`src/rtl/sertx_pkg.sv`:
```
package sertx_pkg;

   typedef enum logic [1:0] {
      TX_IDLE = 2'd0,
      TX_DATA = 2'd1,
      TX_PAR  = 2'd2,
      TX_STOP = 2'd3
   } tx_state_e;

   // initial parity accumulator: one extra count for odd mode
   function automatic logic parity_seed(input logic [1:0] mode);
      return mode[1] & mode[0];
   endfunction

endpackage

```
`src/rtl/sertx_bit_timer.sv`:
```
module sertx_bit_timer #(
   parameter int PERIOD_W = 16
) (
   input  logic                clk_i,
   input  logic                rst_ni,
   input  logic [PERIOD_W-1:0] period_i,
   output logic                tick_o
);

   logic [PERIOD_W-1:0] cnt_q;

   assign tick_o = (cnt_q >= (period_i - PERIOD_W'(1)));

   always_ff @(posedge clk_i or negedge rst_ni) begin
      if (!rst_ni)     cnt_q <= '0;
      else if (tick_o) cnt_q <= '0;
      else             cnt_q <= cnt_q + PERIOD_W'(1);
   end

   AST_TICK_SPACED: assert property (@(posedge clk_i) disable iff (!rst_ni) tick_o |=> !tick_o);

endmodule

```
`src/rtl/sertx_mailbox.sv`:
```
module sertx_mailbox #(
   parameter int MBOX_W = 24
) (
   input  logic              clk_i,
   input  logic              rst_ni,
   input  logic              wr_i,
   input  logic [MBOX_W-1:0] wdata_i,
   input  logic              take_i,
   output logic [MBOX_W-1:0] q_o,
   output logic              pending_o
);

   localparam logic [MBOX_W-1:0] EMPTY_WORD = {1'b1, {(MBOX_W-1){1'b0}}};

   logic [MBOX_W-1:0] q_q;

   always_ff @(posedge clk_i or negedge rst_ni) begin
      if (!rst_ni)     q_q <= EMPTY_WORD;
      else if (wr_i)   q_q <= wdata_i;     // a fresh host word wins over re-arming
      else if (take_i) q_q <= EMPTY_WORD;
   end

   assign q_o       = q_q;
   assign pending_o = ~q_q[MBOX_W-1];

   AST_WRITE_LANDS:   assert property (@(posedge clk_i) disable iff (!rst_ni) wr_i |=> (q_o == $past(wdata_i)));
   AST_EMPTY_ON_TAKE: assert property (@(posedge clk_i) disable iff (!rst_ni) (take_i && !wr_i) |=> (q_o == EMPTY_WORD));
   AST_TAKE_PENDING:  assert property (@(posedge clk_i) disable iff (!rst_ni) take_i |-> pending_o);

endmodule

```
`src/rtl/sertx_frame_engine.sv`:
```
module sertx_frame_engine
   import sertx_pkg::*;
#(
   parameter int DATA_W     = 23,
   parameter int LEN_W      = 5,
   parameter bit HAS_PARITY = 1'b1
) (
   input  logic              clk_i,
   input  logic              rst_ni,
   input  logic              tick_i,
   input  logic              pending_i,
   input  logic [DATA_W-1:0] word_i,
   input  logic [LEN_W-1:0]  wlen_i,
   input  logic [1:0]        pmode_i,
   output logic              take_o,
   output logic              line_o,
   output logic              req_o
);

   tx_state_e         state_q;
   logic [DATA_W-1:0] shreg_q;
   logic [LEN_W-1:0]  cnt_q;
   logic              par_q;
   logic              par_en_q;
   logic              par_req;

   generate
      if (HAS_PARITY) begin : g_parity
         assign par_req = pmode_i[1];
      end else begin : g_no_parity
         assign par_req = 1'b0;
      end
   endgenerate

   assign take_o = tick_i && (state_q == TX_IDLE) && pending_i;

   always_ff @(posedge clk_i or negedge rst_ni) begin
      if (!rst_ni) begin
         state_q  <= TX_IDLE;
         shreg_q  <= '0;
         cnt_q    <= '0;
         par_q    <= 1'b0;
         par_en_q <= 1'b0;
         line_o   <= 1'b1;
         req_o    <= 1'b0;
      end else begin
         req_o <= take_o;
         if (tick_i) begin
            unique case (state_q)
               TX_IDLE: begin
                  if (pending_i) begin
                     shreg_q  <= word_i;
                     cnt_q    <= wlen_i;
                     par_q    <= parity_seed(pmode_i);
                     par_en_q <= par_req;
                     line_o   <= 1'b0;
                     state_q  <= TX_DATA;
                  end
               end
               TX_DATA: begin
                  line_o  <= shreg_q[0];
                  par_q   <= par_q ^ shreg_q[0];
                  shreg_q <= shreg_q >> 1;
                  cnt_q   <= cnt_q - LEN_W'(1);
                  if (cnt_q == LEN_W'(1)) state_q <= par_en_q ? TX_PAR : TX_STOP;
               end
               TX_PAR: begin
                  line_o  <= par_q;
                  state_q <= TX_STOP;
               end
               TX_STOP: begin
                  line_o  <= 1'b1;
                  state_q <= TX_IDLE;
               end
               default: state_q <= TX_IDLE;
            endcase
         end
      end
   end

   AST_LINE_ON_TICK: assert property (@(posedge clk_i) disable iff (!rst_ni) !$stable(line_o) |-> $past(tick_i));
   AST_REQ_AT_START: assert property (@(posedge clk_i) disable iff (!rst_ni) req_o |-> !line_o);
   AST_IDLE_HIGH:    assert property (@(posedge clk_i) disable iff (!rst_ni) (state_q == TX_IDLE) |-> line_o);
   AST_LEN_LEGAL:    assert property (@(posedge clk_i) disable iff (!rst_ni) take_o |-> (wlen_i != '0 && wlen_i <= LEN_W'(DATA_W)));
   AST_DATA_COUNT:   assert property (@(posedge clk_i) disable iff (!rst_ni) (state_q == TX_DATA) |-> (cnt_q != '0));

endmodule

```
`src/rtl/sertx_mailbox_tx.sv`:
```
module sertx_mailbox_tx #(
   parameter int MBOX_W     = 24,
   parameter int PERIOD_W   = 16,
   parameter bit HAS_PARITY = 1'b1,
   localparam int DATA_W    = MBOX_W - 1,
   localparam int LEN_W     = $clog2(MBOX_W)
) (
   input  logic                clk_i,
   input  logic                rst_ni,
   input  logic                mb_wr_i,
   input  logic [MBOX_W-1:0]   mb_wdata_i,
   output logic [MBOX_W-1:0]   mb_rdata_o,
   input  logic [PERIOD_W-1:0] period_i,
   input  logic [LEN_W-1:0]    wlen_i,
   input  logic [1:0]          pmode_i,
   output logic                txd_o,
   output logic                irq_o,
   output logic                dreq_o
);

   generate
      if (MBOX_W < 3 || MBOX_W > 64) begin : g_bad_mbox
         $error("sertx_mailbox_tx: MBOX_W must lie in 3..64");
      end
      if (PERIOD_W < 2) begin : g_bad_period
         $error("sertx_mailbox_tx: PERIOD_W must be at least 2");
      end
   endgenerate

   logic              tick;
   logic              take;
   logic              pending;
   logic              req;
   logic [MBOX_W-1:0] mbox;

   sertx_bit_timer #(.PERIOD_W(PERIOD_W)) u_timer (
      .clk_i    (clk_i),
      .rst_ni   (rst_ni),
      .period_i (period_i),
      .tick_o   (tick)
   );

   sertx_mailbox #(.MBOX_W(MBOX_W)) u_mbox (
      .clk_i     (clk_i),
      .rst_ni    (rst_ni),
      .wr_i      (mb_wr_i),
      .wdata_i   (mb_wdata_i),
      .take_i    (take),
      .q_o       (mbox),
      .pending_o (pending)
   );

   sertx_frame_engine #(
      .DATA_W     (DATA_W),
      .LEN_W      (LEN_W),
      .HAS_PARITY (HAS_PARITY)
   ) u_engine (
      .clk_i     (clk_i),
      .rst_ni    (rst_ni),
      .tick_i    (tick),
      .pending_i (pending),
      .word_i    (mbox[DATA_W-1:0]),
      .wlen_i    (wlen_i),
      .pmode_i   (pmode_i),
      .take_o    (take),
      .line_o    (txd_o),
      .req_o     (req)
   );

   assign mb_rdata_o = mbox;
   assign irq_o      = req;
   assign dreq_o     = req;

   AST_REQ_ONE_CYCLE: assert property (@(posedge clk_i) disable iff (!rst_ni) irq_o |=> !irq_o);
   AST_EMPTY_AT_REQ:  assert property (@(posedge clk_i) disable iff (!rst_ni) (irq_o && !$past(mb_wr_i)) |-> mb_rdata_o[MBOX_W-1]);

endmodule

```
`config.mk`:
```
export PLATFORM = sky130hd
export DESIGN_NAME = sertx_mailbox_tx
export DESIGN_NICKNAME = d
export VERILOG_FILES = /design/src/rtl/sertx_pkg.sv /design/src/rtl/sertx_bit_timer.sv /design/src/rtl/sertx_mailbox.sv /design/src/rtl/sertx_frame_engine.sv /design/src/rtl/sertx_mailbox_tx.sv
export SDC_FILE = /design/constraint.sdc
export NUM_CORES = 1
export LEC_CHECK = 0
export ABC_AREA = 1
export BUFFER_PORTS_ARGS = -buffer_cell sky130_fd_sc_hd__buf_4
export CAP_MARGIN = 20
export CORE_UTILIZATION = 56
export DETAILED_ROUTE_END_ITERATION = 8
export HOLD_SLACK_MARGIN = 0.05
export PLACE_DENSITY = 0.8
export SLEW_MARGIN = 5
export SYNTH_ARGS = -nofsm -noshare
export SYNTH_HDL_FRONTEND = slang
export SYNTH_SLANG_ARGS = --single-unit
```
`constraint.sdc`:
```
create_clock -name clk_i -period 2.4 [get_ports clk_i]
set_clock_uncertainty 0.1 [all_clocks]
set_input_delay 0.72 -clock clk_i [delete_from_list [all_inputs] [get_ports clk_i]]
set_output_delay 0.72 -clock clk_i [all_outputs]
set_load 0.05 [all_outputs]
```
==> flow_metrics.py <==
metrics = {
    "sta": {
        "slew_headroom": 0.658,
        "rsz0062_at_grt": "true",
        "finalHoldViolCount": 0,
        "setup_ws_ns": -0.557,
        "fmax_mhz": 338,
        "timing.final.crit_share": 1.23,
        "hold_ws_ns": 0.182,
        "final-setup-viol-count": 74,
        "period_needed_ns": 2.96,
        "final_max_slew_viol_count": 0,
        "tightest_slew_ns": 0.512,
    },
    "floorplan": {
        "fp.dieW_um": 88.2,
        "num_rows": 31,
        "dieArea_um2": 7770,
        "core_area_um2": 7210,
        "start_util": 0.576,
        "fp.dieH_um": 88.2,
        "ioPinCount": 77,
    },
    "global_routing": {
        "antenna_found_initial": 0,
        "overflow": 0,
        "grt_first_pass_wirelength_um": 17400,
        "grt_max_degree": 46,
        "grt_util_all_layers": 0.298,
        "grt_pass1_vias": 3815,
    },
    "yosys": {
        "synth.most_common_cell": "nand2_1",
        "synth-compound-area-share": 0.0674,
        "postSynthAreaPerCell_um2": 8.40,
        "yosys.area_share.simple": 0.238,
        "synthesis.nets": 569,
        "synth_area_um2": 4160,
        "synthXorXnorAreaFrac": 0.0442,
        "synth_mux_area_frac": 0.0578,
        "ys_warn_count": 0,
        "yosys_register_bits": 74,
        "synth-main-ff-cell": "dfrtp_1",
        "async_flop_share": 1.00,
        "synth.top_cells.by_count": "nand2_1 (136), dfrtp_1 (72), inv_1 (47)",
        "synthCells": 495,
        "yosysTopAreaCell": "dfrtp_1",
        "yosys.area_share.adder": 0.0722,
        "yosysSeqAreaShare": 0.446,
        "synth_edf_count": 0,
        "synth_top_area_frac": 0.433,
        "synth.area.top_cells": "dfrtp_1 (43%), nand2_1 (12%), ha_1 (7.2%)",
        "synth_top_family_by_area": "simple AND/OR/NAND/NOR gates",
        "synth_cell_type_count": 33,
    },
    "worst_setup_path": {
        "max_stage_delay_ns": 0.29,
        "r2r-end": "u_engine.shreg_q[9]",
        "critical_path_class": "in -> reg",
        "path_cells": "buf_4, nor2_2, nand2_4, nor3_4, nand2_2, buf_4, xor2_1, ha_1, nand4_1, nor3_2, nand2_1, nand2_4, buf_4, nand2_1, nand2_1, o21ai_0",
        "rrSetupSlack_ns": 0.07,
        "end_kind": "flip-flop",
        "crit_slowest_cell": "ha_1",
        "critical_path.top_delay_family": "simple AND/OR/NAND/NOR gates",
        "worstPathMaxFanout": 17,
        "critPathArrivalTime_ns": 3.09,
        "cp.required_ns": 2.54,
        "worstReg2RegStart": "u_engine.state_q[1]",
        "r2r_cells": 9,
        "crit_buf_inv": 3,
        "cp-start-kind": "input pin",
    },
    "cells_and_area": {
        "n_antenna_cell": 0,
        "final_layout_size_suffix_gt1_frac": 0.407,
        "post-route-util": 0.857,
        "area_growth_pct": 48.8,
        "fin_nets": 686,
        "design_area_um2": 6180,
    },
    "cts": {
        "hold_buffers": 0,
        "root_buffer": "clkbuf_8",
        "htreeDepth": 3,
        "clkTransAtPathRegs_ns": 0.08,
        "cts_tree": "yes",
        "cts_made_buffers": 9,
        "cts.path.max_buffers": 2,
        "clk_latency_ns": 0.36,
        "cts_sinks": 74,
    },
    "detailed_routing": {
        "wl_met3_um": 799,
        "maxUsedRoutingLayer": "met4",
        "totalWireLength_um": 13200,
        "viasPerCell": 5.74,
        "ant_nets": 0,
        "initialDrtViolationCount": 219,
        "wl_per_cell_um": 18.4,
        "wl_met1_um": 4870,
        "drc_errors": 0,
        "wl_met2_um": 6950,
        "drt-pass1-iter-count": 5,
        "vias": 4111,
    },
    "place": {
        "dpl_worst_slack_ns": -0.833,
        "place_congestion": 0.779,
        "dp_hpwl_um": 6350,
        "port_buffers": 76,
        "placed_cell_area_um2": 5060,
    },
    "power": {
        "leakagePower_nw": 3.12,
        "p_per_area_nw_per_um2": 875,
        "ir_drop_v": 0.000787,
    },
    "run": {
        "maxCapViolCount": 0,
    },
    "status": {
        "outcome": "complete, but fails checks",
        "violations": "setup timing",
    },
    "worst_hold_path": {
        "min_path_type": "in -> async",
    },
}
==> flip-flops by register name (all words and copies together) (netlist names) <==
| name | cells |
|---|---|
| u_engine.req_o | 1 |
| u_engine.line_o | 1 |
| u_engine.par_en_q | 1 |
| u_engine.state_q | 2 |
| u_engine.shreg_q | 23 |
| u_engine.cnt_q | 5 |
| u_mbox.q_o | 24 |
| u_timer.cnt_q | 16 |
| u_engine.par_q | 1 |
==> logic make-up after synthesis <==
| group | count (synthesis) |
|---|---|
| AOI/OAI and AO/OA | 54 |
| and+or+nand+nor | 229 |
| adders and majority gates | 24 |
| buffers and inverters | 69 |
| muxes | 24 |
| xor gates and xnor gates | 21 |
| DFF | 74 |
==> cells in the final DEF (no fill, tap or decap), types with 3 or more instances in the layout <==
| cell type | n |
|---|---|
| o21ai_0 | 6 |
| nor4_1 | 3 |
| o21ai_2 | 20 |
| nor2_4 | 4 |
| buf_4 | 102 |
| buf_6 | 6 |
| nand2_2 | 13 |
| a21oi_2 | 3 |
| buf_8 | 4 |
| xnor2_1 | 6 |
| nand4_1 | 5 |
| a21oi_1 | 10 |
| dfrtp_1 | 72 |
| o21ai_1 | 11 |
| nor3_4 | 5 |
| ha_1 | 20 |
| nor2_1 | 26 |
| nor2_2 | 4 |
| xor2_1 | 14 |
| mux2i_1 | 24 |
| nor3_1 | 4 |
| clkbuf_8 | 12 |
| buf_16 | 5 |
| nand2_1 | 104 |
| inv_1 | 43 |
| nand2_4 | 20 |
| nand3_2 | 23 |
| ha_4 | 3 |
| buf_12 | 7 |
| nand3_1 | 9 |
==> per-stage QoR <==
step                total power, mW  setup TNS (ns)  cells
floorplan                      3.11          -29.53    495
global placement               3.50          -52.28    682
detailed placement             3.59          -55.91    682
CTS                            4.95          -26.33    712
global route                   5.66          -42.86    716
finish                         5.41          -32.44    716
==> layer usage <==
layer | global-route usage | vias up
met5 | 0 | -
met4 | 0.119 | 0
met3 | 0.0650 | 56
met2 | 0.540 | 216
met1 | 0.340 | 1989
li1 | - | 1850
==> report_power, final <==
group          switching (mW)  internal [mW]  total (mW)
combinational            1.38           1.02        2.40
sequential              0.388           1.59        1.98
clock                   0.474          0.566        1.04
total                    2.24           3.17        5.41
==> cell type report <==
type | instances | area, um2
Clock buffer | 14 | 173
Clock inverter | 2 | 35.0
Fill cell | 370 | 1030
Inverter | 49 | 209
Multi-Input combinational cell | 352 | 2570
Sequential cell | 74 | 1850
Tap cell | 99 | 124
Timing Repair Buffer | 126 | 1220
==> worst max-delay path by stage <==
stage / startpoint / cells past startpoint / endpoint
after floorplan: period_i[1] / 18 / u_engine.cnt_q[0]
after global placement: period_i[1] / 18 / u_engine.state_q[0]
after detailed placement: period_i[1] / 17 / u_engine.state_q[0]
after CTS: period_i[2] / 18 / u_engine.shreg_q[9]
after global routing: period_i[3] / 16 / u_engine.state_q[0]
final: period_i[3] / 16 / u_engine.state_q[0]
==> repair_timing <==
| item | CTS | global route |
|---|---|---|
| pin swaps | 21 | 28 |
| cloned | 6 | 2 |
| setup buffers | 9 | 2 |
| setup endpoints to repair | 74 | 74 |
| resized for setup | 86 | 75 |
==> worst reg2reg max path: stages (launching register included) <==
cell and delay, ns:
dfrtp_1 0.44, inv_1 0.12, ha_2 0.19, clkinv_1 0.25, a21oi_1 0.51, nand2_8 0.13
buf_12 0.18, buf_12 0.14, nand2_1 0.07, o21ai_1 0.08
Power figures use the tool's default switching activity.
